**config.mk**
```make
export PLATFORM = sky130hd
export DESIGN_NAME = i2s_tx_engine
export DESIGN_NICKNAME = d
export VERILOG_FILES = /design/src/rtl/i2s_tx_pkg.sv /design/src/rtl/i2s_tx_regs.sv /design/src/rtl/i2s_tx_fifo.sv /design/src/rtl/i2s_tx_clkgen.sv /design/src/rtl/i2s_tx_serializer.sv /design/src/rtl/i2s_tx_engine.sv
export SDC_FILE = /design/constraint.sdc
export NUM_CORES = 1
export LEC_CHECK = 0
export BUFFER_PORTS_ARGS = -buffer_cell sky130_fd_sc_hd__buf_4
export CAP_MARGIN = 20
export CORE_MARGIN = 2
export CORE_UTILIZATION = 50
export CTS_CLUSTER_SIZE = 10
export DETAILED_ROUTE_END_ITERATION = 12
export HOLD_SLACK_MARGIN = 0.12
export PLACE_DENSITY = 0.68
export SLEW_MARGIN = 25
export SYNTH_ARGS = -nofsm -noshare
export SYNTH_HDL_FRONTEND = slang
export SYNTH_SLANG_ARGS = --single-unit
export TNS_END_PERCENT = 50
```
**constraint.sdc**
```tcl
create_clock -name mclk -period 4.75 [get_ports mclk]
set_input_delay 0.475 -clock mclk [delete_from_list [all_inputs] [get_ports mclk]]
set_output_delay 0.475 -clock mclk [all_outputs]
set_load 0.05 [all_outputs]
```
**src/rtl/i2s_tx_pkg.sv**
```systemverilog
package i2s_tx_pkg;

  localparam int BUS_W  = 32;
  localparam int ADDR_W = 6;
  localparam int DIV_W  = 8;
  localparam int WID_W  = 5;

  // register byte offsets
  localparam logic [ADDR_W-1:0] A_FMT    = 6'h00;
  localparam logic [ADDR_W-1:0] A_CLKDIV = 6'h08;
  localparam logic [ADDR_W-1:0] A_LEVEL  = 6'h0C;
  localparam logic [ADDR_W-1:0] A_RUN    = 6'h1C;
  localparam logic [ADDR_W-1:0] A_FLUSH  = 6'h20;
  localparam logic [ADDR_W-1:0] A_PUSH   = 6'h24;

  // power-up configuration: 16-bit stereo, 256x master clock
  localparam logic [WID_W-1:0] FMT_RESET  = 5'd15;
  localparam logic [DIV_W-1:0] MDIV_RESET = 8'd7;
  localparam logic [DIV_W-1:0] FDIV_RESET = 8'd31;

  typedef struct packed {
    logic [WID_W-1:0] wm1;
    logic [DIV_W-1:0] mdiv;
    logic [DIV_W-1:0] fdiv;
    logic             run;
  } tx_cfg_t;

  // counter value at which the bit clock goes high
  function automatic logic [DIV_W-1:0] rise_point(input logic [DIV_W-1:0] m);
    return (m - 1'b1) >> 1;
  endfunction

  // number of bit clocks in the left half of a frame
  function automatic logic [DIV_W:0] half_frame(input logic [DIV_W-1:0] f);
    return ({1'b0, f} + 1'b1) >> 1;
  endfunction

  // move a right-aligned sample so its MSB sits at the top bit
  function automatic logic [BUS_W-1:0] msb_align(input logic [BUS_W-1:0] w,
                                                 input logic [WID_W-1:0] wm1);
    return w << (WID_W'(BUS_W-1) - wm1);
  endfunction

endpackage

```
**src/rtl/i2s_tx_regs.sv**
```systemverilog
module i2s_tx_regs
  import i2s_tx_pkg::*;
#(
  parameter int LVL_W = 6
) (
  input  logic              clk,
  input  logic              rst_n,
  input  logic              we,
  input  logic [ADDR_W-1:0] addr,
  input  logic [BUS_W-1:0]  wdata,
  input  logic [LVL_W-1:0]  level,
  output logic [BUS_W-1:0]  rdata,
  output tx_cfg_t           cfg,
  output logic              push,
  output logic [BUS_W-1:0]  push_data,
  output logic              flush
);

  logic [WID_W-1:0] wm1_q;
  logic [DIV_W-1:0] mdiv_q, rxdiv_q, fdiv_q;
  logic             run_q, rxen_q;

  always_ff @(posedge clk or negedge rst_n) begin
    if (!rst_n) begin
      wm1_q   <= FMT_RESET;
      mdiv_q  <= MDIV_RESET;
      rxdiv_q <= FDIV_RESET;
      fdiv_q  <= FDIV_RESET;
      run_q   <= 1'b0;
      rxen_q  <= 1'b0;
    end else if (we) begin
      case (addr)
        A_FMT:    wm1_q <= wdata[WID_W-1:0];
        A_CLKDIV: begin
          mdiv_q  <= wdata[3*DIV_W-1:2*DIV_W];
          rxdiv_q <= wdata[2*DIV_W-1:DIV_W];
          fdiv_q  <= wdata[DIV_W-1:0];
        end
        A_RUN: begin
          run_q  <= wdata[0];
          rxen_q <= wdata[1];
        end
        default: ;
      endcase
    end
  end

  always_comb begin
    rdata = '0;
    case (addr)
      A_FMT:    rdata = {{(BUS_W-WID_W){1'b0}}, wm1_q};
      A_CLKDIV: rdata = {{(BUS_W-3*DIV_W){1'b0}}, mdiv_q, rxdiv_q, fdiv_q};
      A_LEVEL:  rdata = {{(BUS_W-LVL_W){1'b0}}, level};
      A_RUN:    rdata = {{(BUS_W-2){1'b0}}, rxen_q, run_q};
      default:  rdata = '0;
    endcase
  end

  assign cfg       = '{wm1: wm1_q, mdiv: mdiv_q, fdiv: fdiv_q, run: run_q};
  assign push      = we && (addr == A_PUSH);
  assign push_data = wdata;
  assign flush     = we && (addr == A_FLUSH);

endmodule

```
**src/rtl/i2s_tx_fifo.sv**
```systemverilog
module i2s_tx_fifo #(
  parameter  int DW    = 32,
  parameter  int DEPTH = 32,
  localparam int LVL_W = $clog2(DEPTH + 1),
  localparam int PTR_W = $clog2(DEPTH)
) (
  input  logic             clk,
  input  logic             rst_n,
  input  logic             flush,
  input  logic             push,
  input  logic [DW-1:0]    wdata,
  input  logic             pop,
  output logic [DW-1:0]    rdata,
  output logic [LVL_W-1:0] level,
  output logic             empty
);

  logic [DW-1:0]    mem [DEPTH];
  logic [PTR_W-1:0] wr_ptr, rd_ptr;
  logic             do_push, do_pop;

  function automatic logic [PTR_W-1:0] bump(input logic [PTR_W-1:0] p);
    return (p == PTR_W'(DEPTH-1)) ? '0 : p + 1'b1;
  endfunction

  assign empty   = (level == '0);
  assign do_push = push && (level != LVL_W'(DEPTH));
  assign do_pop  = pop && !empty;
  assign rdata   = mem[rd_ptr];

  always_ff @(posedge clk) begin
    if (do_push && !flush) mem[wr_ptr] <= wdata;
  end

  always_ff @(posedge clk or negedge rst_n) begin
    if (!rst_n) begin
      wr_ptr <= '0;
      rd_ptr <= '0;
      level  <= '0;
    end else if (flush) begin
      wr_ptr <= '0;
      rd_ptr <= '0;
      level  <= '0;
    end else begin
      if (do_push) wr_ptr <= bump(wr_ptr);
      if (do_pop)  rd_ptr <= bump(rd_ptr);
      case ({do_push, do_pop})
        2'b10:   level <= level + 1'b1;
        2'b01:   level <= level - 1'b1;
        default: level <= level;
      endcase
    end
  end

endmodule

```
**src/rtl/i2s_tx_clkgen.sv**
```systemverilog
module i2s_tx_clkgen
  import i2s_tx_pkg::*;
(
  input  logic             clk,
  input  logic             rst_n,
  input  logic             en,
  input  logic             restart,
  input  logic [DIV_W-1:0] mdiv,
  output logic             sclk,
  output logic             fall_tick
);

  logic [DIV_W-1:0] cnt;
  logic             at_end;

  assign at_end    = (cnt >= mdiv);
  assign fall_tick = en && !restart && at_end;

  always_ff @(posedge clk or negedge rst_n) begin
    if (!rst_n) begin
      cnt  <= '0;
      sclk <= 1'b0;
    end else if (!en || restart) begin
      cnt  <= '0;
      sclk <= 1'b0;
    end else if (at_end) begin
      cnt  <= '0;
      sclk <= 1'b0;
    end else begin
      cnt <= cnt + 1'b1;
      if (cnt == rise_point(mdiv)) sclk <= 1'b1;
    end
  end

endmodule

```
**src/rtl/i2s_tx_serializer.sv**
```systemverilog
module i2s_tx_serializer
  import i2s_tx_pkg::*;
(
  input  logic             clk,
  input  logic             rst_n,
  input  logic             en,
  input  logic             restart,
  input  logic             fall_tick,
  input  logic [WID_W-1:0] wm1,
  input  logic [DIV_W-1:0] fdiv,
  input  logic             fifo_empty,
  input  logic [BUS_W-1:0] fifo_data,
  output logic             pop,
  output logic             load_evt,
  output logic             lrck,
  output logic             sdo
);

  logic [DIV_W-1:0] bcnt, next_b;
  logic [DIV_W:0]   half;
  logic [BUS_W-1:0] sr;

  always_comb begin
    half     = half_frame(fdiv);
    next_b   = (bcnt >= fdiv) ? '0 : bcnt + 1'b1;
    // a slot opens one bit clock after each word-select edge
    load_evt = fall_tick && ((next_b == DIV_W'(1)) ||
                             ({1'b0, next_b} == half + 1'b1));
  end

  assign pop  = load_evt && !fifo_empty;
  assign lrck = en && ({1'b0, bcnt} >= half);
  assign sdo  = sr[BUS_W-1];

  always_ff @(posedge clk or negedge rst_n) begin
    if (!rst_n) begin
      bcnt <= '0;
      sr   <= '0;
    end else if (!en || restart) begin
      bcnt <= '0;
      sr   <= '0;
    end else if (fall_tick) begin
      bcnt <= next_b;
      if (load_evt) sr <= fifo_empty ? '0 : msb_align(fifo_data, wm1);
      else          sr <= sr << 1;
    end
  end

endmodule

```
**src/rtl/i2s_tx_engine.sv**
```systemverilog
module i2s_tx_engine
  import i2s_tx_pkg::*;
#(
  parameter int FIFO_DEPTH = 32
) (
  input  logic              mclk,
  input  logic              rst_n,
  input  logic              bus_we,
  input  logic [ADDR_W-1:0] bus_addr,
  input  logic [BUS_W-1:0]  bus_wdata,
  output logic [BUS_W-1:0]  bus_rdata,
  output logic              sclk_o,
  output logic              lrck_o,
  output logic              sdo_o
);

  localparam int LVL_W = $clog2(FIFO_DEPTH + 1);

  tx_cfg_t          cfg;
  logic             tx_run;
  logic             fifo_push, fifo_pop, fifo_flush, fifo_empty;
  logic [BUS_W-1:0] push_word, head_word;
  logic [LVL_W-1:0] fifo_level;
  logic             fall_tick, load_evt;

  assign tx_run = cfg.run;

  i2s_tx_regs #(.LVL_W(LVL_W)) u_regs (
    .clk       (mclk),
    .rst_n     (rst_n),
    .we        (bus_we),
    .addr      (bus_addr),
    .wdata     (bus_wdata),
    .level     (fifo_level),
    .rdata     (bus_rdata),
    .cfg       (cfg),
    .push      (fifo_push),
    .push_data (push_word),
    .flush     (fifo_flush)
  );

  i2s_tx_fifo #(.DW(BUS_W), .DEPTH(FIFO_DEPTH)) u_fifo (
    .clk   (mclk),
    .rst_n (rst_n),
    .flush (fifo_flush),
    .push  (fifo_push),
    .wdata (push_word),
    .pop   (fifo_pop),
    .rdata (head_word),
    .level (fifo_level),
    .empty (fifo_empty)
  );

  i2s_tx_clkgen u_clkgen (
    .clk       (mclk),
    .rst_n     (rst_n),
    .en        (tx_run),
    .restart   (fifo_flush),
    .mdiv      (cfg.mdiv),
    .sclk      (sclk_o),
    .fall_tick (fall_tick)
  );

  i2s_tx_serializer u_ser (
    .clk        (mclk),
    .rst_n      (rst_n),
    .en         (tx_run),
    .restart    (fifo_flush),
    .fall_tick  (fall_tick),
    .wm1        (cfg.wm1),
    .fdiv       (cfg.fdiv),
    .fifo_empty (fifo_empty),
    .fifo_data  (head_word),
    .pop        (fifo_pop),
    .load_evt   (load_evt),
    .lrck       (lrck_o),
    .sdo        (sdo_o)
  );

endmodule

```
==> report_table.html <==
<table>
<tr><th>Metric</th><th>Value</th></tr>
<tr><th colspan="2">Timing</th></tr>
<tr><td>Shortest period the worst path allows</td><td>4.44 ns</td></tr>
<tr><td>Final period util</td><td>0.934</td></tr>
<tr><td>Rel. slew slack</td><td>0.332</td></tr>
<tr><td>Maximum clock rate</td><td>225 MHz</td></tr>
<tr><td>Transition time at the pin with the least slew margin</td><td>0.999 ns</td></tr>
<tr><td>Setup violators final</td><td>0</td></tr>
<tr><td>Setup repair after global routing missed its margin</td><td>no</td></tr>
<tr><td>Max Transition Viols Final</td><td>0</td></tr>
<tr><td>Final Hold Fails</td><td>0</td></tr>
<tr><td>Layout Skew</td><td>0.0244 ns</td></tr>
<tr><td>Setup TNS Final</td><td>0 ns</td></tr>
<tr><th colspan="2">Power</th></tr>
<tr><td>Pwr per Cell Area</td><td>430 mW/mm^2</td></tr>
<tr><td>Static Leakage</td><td>17.4 nW</td></tr>
<tr><td>Peak supply drop</td><td>0.347 mV</td></tr>
<tr><td>PnR Total Power</td><td>0.0234 W</td></tr>
<tr><th colspan="2">Clock tree</th></tr>
<tr><td>TritonCTS clock tree</td><td>yes</td></tr>
<tr><td>Clk_lat worst skew</td><td>0.73 ns</td></tr>
<tr><td>Clk root buf</td><td>sky130_fd_sc_hd__clkbuf_16</td></tr>
<tr><td>CTS clock-pin slew for the worst setup and hold paths</td><td>0.06 ns</td></tr>
<tr><td>Number of buffers created by CTS</td><td>132</td></tr>
<tr><td>Max Buffers Root-to-Sink</td><td>3</td></tr>
<tr><td>H-tree Lvls</td><td>4</td></tr>
<tr><td>Number of clock sinks</td><td>1120</td></tr>
<tr><th colspan="2">Place</th></tr>
<tr><td>Number of port buffers</td><td>67</td></tr>
<tr><td>Global placement routability congestion</td><td>0.933</td></tr>
<tr><td>Detailed placer's ending HPWL</td><td>78900 um</td></tr>
<tr><td>Cell area after placement</td><td>0.0505 mm^2</td></tr>
<tr><th colspan="2">Min path</th></tr>
<tr><td>Hold Crit Start</td><td>bus_wdata[14]</td></tr>
<tr><td>Worst hold path depth</td><td>1</td></tr>
<tr><td>Hold path endpoint</td><td>u_fifo.mem[13][14]</td></tr>
<tr><td>Type of the most critical hold path</td><td>in -&gt; reg</td></tr>
<tr><th colspan="2">Yosys</th></tr>
<tr><td>Total of warnings raised by yosys</td><td>0</td></tr>
<tr><td>Top cells by area in the synthesized netlist</td><td>sky130_fd_sc_hd__edfxtp_1 65%, sky130_fd_sc_hd__mux2i_1 10%, sky130_fd_sc_hd__dfrtp_1 4.2%, sky130_fd_sc_hd__a22oi_1 3.2%, sky130_fd_sc_hd__mux4_2 1.7%</td></tr>
<tr><td>Biggest area consumer among synthesized cells</td><td>sky130_fd_sc_hd__edfxtp_1</td></tr>
<tr><td>Ys async rst share</td><td>0.0857</td></tr>
<tr><td>Count of distinct cell types in the synthesized netlist</td><td>80</td></tr>
<tr><td>Number of register bits inferred by synthesis</td><td>1120</td></tr>
<tr><td>Synth cell count leaders</td><td>1024 x sky130_fd_sc_hd__edfxtp_1, 491 x sky130_fd_sc_hd__mux2i_1, 203 x sky130_fd_sc_hd__a22oi_1, 147 x sky130_fd_sc_hd__nand2_1, 120 x sky130_fd_sc_hd__nor2_1</td></tr>
<tr><td>Sequential-to-total area share from yosys stat</td><td>0.698</td></tr>
<tr><td>Number of enable-type register cells in the synthesized netlist</td><td>1024</td></tr>
<tr><td>Most frequent cell after synthesis</td><td>sky130_fd_sc_hd__edfxtp_1</td></tr>
<tr><td>Most instantiated flip-flop cell in the synthesis netlist</td><td>sky130_fd_sc_hd__edfxtp_1</td></tr>
<tr><td>Area share of the leading cell type in the synthesized netlist</td><td>0.647</td></tr>
<tr><td>Post-Syn Area</td><td>0.0475 mm^2</td></tr>
<tr><td>Cell count after synthesis</td><td>3046</td></tr>
<tr><td>Mean Syn Cell Area</td><td>15.6 um^2</td></tr>
<tr><th colspan="2">Worst setup path</th></tr>
<tr><td>Nature of the critical path startpoint</td><td>flip-flop</td></tr>
<tr><td>Nature of the critical path endpoint</td><td>flip-flop</td></tr>
<tr><td>Depth of the most critical reg-to-reg path</td><td>21</td></tr>
<tr><td>Reg-to-reg startpoint</td><td>u_regs.fdiv_q[0]</td></tr>
<tr><td>Maximum fanout encountered on the critical timing path</td><td>8</td></tr>
<tr><td>Category of the critical setup timing path</td><td>reg -&gt; reg</td></tr>
<tr><td>Required time of the critical path</td><td>5.40 ns</td></tr>
<tr><td>Crit path DAT</td><td>5.09 ns</td></tr>
<tr><td>R2r endpoint</td><td>u_fifo.level[5]</td></tr>
<tr><td>Register-to-register setup slack</td><td>0.31 ns</td></tr>
<tr><th colspan="2">Die</th></tr>
<tr><td>Die area</td><td>0.0975 mm^2</td></tr>
<tr><td>Initial Utilization</td><td>0.502</td></tr>
<tr><td>Die outline width</td><td>312 um</td></tr>
<tr><td>Total core area</td><td>0.0946 mm^2</td></tr>
<tr><td>Vertical die dimension</td><td>312 um</td></tr>
<tr><td>Boundary Pins</td><td>76</td></tr>
<tr><td>Number of rows created at floorplan</td><td>113</td></tr>
<tr><th colspan="2">Routing</th></tr>
<tr><td>Detailed Route Iter0 Violations</td><td>3587</td></tr>
<tr><td>DR vias</td><td>28300</td></tr>
<tr><td>Detail-routed net length per standard cell</td><td>28.9 um</td></tr>
<tr><td>Pre-antenna DRT Iters</td><td>6</td></tr>
<tr><td>DRT antenna net count</td><td>0</td></tr>
<tr><td>Post-DR vias/cell</td><td>6.23</td></tr>
<tr><td>DRT Wirelength</td><td>131000 um</td></tr>
<tr><td>Number of remaining DRC errors</td><td>0</td></tr>
<tr><th colspan="2">Layout</th></tr>
<tr><td>Share of cells above drive strength 1</td><td>0.158</td></tr>
<tr><td>Fillcell total</td><td>7164</td></tr>
<tr><td>Sequential cell area</td><td>0.0332 mm^2</td></tr>
<tr><td>Relative area change from synthesis to final layout</td><td>14.5%</td></tr>
<tr><td>Nets</td><td>3296</td></tr>
<tr><td>Multi-input gate area</td><td>0.0136 mm^2</td></tr>
<tr><td>Finished layout cell area</td><td>0.0544 mm^2</td></tr>
<tr><th colspan="2">Run</th></tr>
<tr><td>Number of violations of the max-capacitance limit</td><td>0</td></tr>
<tr><th colspan="2">Global route</th></tr>
<tr><td>Via count of the first global-routing pass</td><td>28000</td></tr>
<tr><td>First-pass GRT wire length</td><td>191000 um</td></tr>
<tr><td>Total global routing track utilization</td><td>0.269</td></tr>
<tr><td>Global route overflow</td><td>0</td></tr>
<tr><td>Initial antenna violation count</td><td>3</td></tr>
<tr><td>Maximum number of pins on one net before global-route repair</td><td>65</td></tr>
<tr><th colspan="2">Status</th></tr>
<tr><td>Outcome</td><td>complete, no violations</td></tr>
</table>
-- power breakdown --
part	switching (W)	total (W)	internal, W
registers	0.000165	0.0110	0.0109
logic	0.00203	0.00335	0.00131
clock network	0.00373	0.00902	0.00530
total	0.00593	0.0234	0.0175
-- routing by layer --
| metal | part of all wire | routed length (um) | global-route usage | vias up |
|---|---|---|---|---|
| met5 | 0.000099 | 13 | 0 | - |
| met4 | 0.031 | 4030 | 0.0888 | 2 |
| met3 | 0.077 | 10100 | 0.0487 | 224 |
| met2 | 0.48 | 63100 | 0.432 | 1260 |
| met1 | 0.41 | 54200 | 0.372 | 14500 |
| li1 | - | - | - | 12300 |
-- sequential cells by signal (all words and copies together), names as in the netlist --
name and count:
u_regs.wm1_q 5, u_fifo.level 6, u_clkgen.cnt 8, u_fifo.rd_ptr 5, u_regs.fdiv_q 8, u_regs.mdiv_q 8, u_regs.run_q 1, u_clkgen.sclk 1
u_fifo.wr_ptr 5, u_ser.sr 32, u_fifo.mem 1024, u_regs.rxen_q 1, u_regs.rxdiv_q 8, u_ser.bcnt 8
-- through the flow --
| step | utilization | hold slack (ns) | worst slack, ns | instances |
|---|---|---|---|---|
| after global routing | 0.575 | 0.147 | 0.0152 | 4547 |
| after detailed placement | 0.534 | 0.481 | 0.248 | 4337 |
| after global placement | 0.534 | 0.468 | 0.280 | 4337 |
| after CTS | 0.575 | 0.120 | 0.239 | 4546 |
| after floorplan | - | 0.179 | 0.141 | 3053 |
| final | 0.575 | 0.164 | 0.315 | 4548 |
-- kinds of logic after synthesis --
family	Yosys count	share of synthesized area
simple gates	499	0.0495
xor+xnor	43	0.00821
fa+ha+maj	41	0.0108
flops	1120	0.698
other cells	1	0.0000789
buf+inv	225	0.0234
mux	562	0.129
compound gates	555	0.0813
-- critical path: stages, from the launching register on --
cell and delay [ns]:
sky130_fd_sc_hd__dfstp_2 0.59, sky130_fd_sc_hd__ha_1 0.34, sky130_fd_sc_hd__xor2_1 0.26, sky130_fd_sc_hd__ha_1 0.24
sky130_fd_sc_hd__o31ai_2 0.10, sky130_fd_sc_hd__xnor2_1 0.22, sky130_fd_sc_hd__or4_1 0.51, sky130_fd_sc_hd__o311a_1 0.14
sky130_fd_sc_hd__and2_4 0.15, sky130_fd_sc_hd__o21ai_1 0.14, sky130_fd_sc_hd__nand2_1 0.13, sky130_fd_sc_hd__inv_2 0.08
sky130_fd_sc_hd__ha_2 0.22, sky130_fd_sc_hd__buf_4 0.15, sky130_fd_sc_hd__nand2_1 0.05, sky130_fd_sc_hd__nand2_1 0.08
sky130_fd_sc_hd__a22o_1 0.17, sky130_fd_sc_hd__a21o_1 0.14, sky130_fd_sc_hd__a21oi_1 0.08, sky130_fd_sc_hd__xor2_1 0.15
sky130_fd_sc_hd__or3_1 0.31, sky130_fd_sc_hd__a21oi_1 0.14
-- final cells by class --
class                           count  area share
Multi-Input combinational cell   1708       0.249
Clock buffer                      186      0.0670
Inverter                           33     0.00228
Tap cell                         1265      0.0291
Antenna cell                        1   0.0000460
Sequential cell                  1120       0.610
Clock inverter                     16     0.00276
Timing Repair Buffer              219      0.0399
-- repair_timing --
item | in CTS | in global routing
setup endpoints to repair | 0 | 2
hold buffers | 7 | 0
resized for setup | 0 | 2
setup buffers | 0 | 0
hold endpoints to repair | 118 | 0
-- layout by cell type (no fill, tap or decap), types with 47 or more instances in the layout --
cell type and count:
sky130_fd_sc_hd__edfxtp_1 1024, sky130_fd_sc_hd__mux2i_1 491, sky130_fd_sc_hd__a22oi_1 203, sky130_fd_sc_hd__buf_4 172
sky130_fd_sc_hd__nand2_1 146, sky130_fd_sc_hd__clkbuf_16 138, sky130_fd_sc_hd__a21oi_1 93, sky130_fd_sc_hd__nor2_1 85
sky130_fd_sc_hd__nand3_1 81, sky130_fd_sc_hd__dfrtp_1 77, sky130_fd_sc_hd__clkbuf_1 47
-- worst max-delay path by stage --
stage | from | cells after the start | slack [ns] | end
finish | u_regs.fdiv_q[0] | 21 | 0.31 | u_fifo.level[5]
floorplan | u_regs.fdiv_q[0] | 21 | 0.14 | u_fifo.level[5]
global placement | u_regs.fdiv_q[0] | 21 | 0.28 | u_fifo.level[5]
detailed placement | u_regs.fdiv_q[0] | 21 | 0.25 | u_fifo.level[5]
global route | u_regs.fdiv_q[0] | 21 | 0.02 | u_fifo.level[5]
CTS | u_regs.fdiv_q[0] | 21 | 0.24 | u_fifo.level[5]
(Power assumes the default switching activity.)
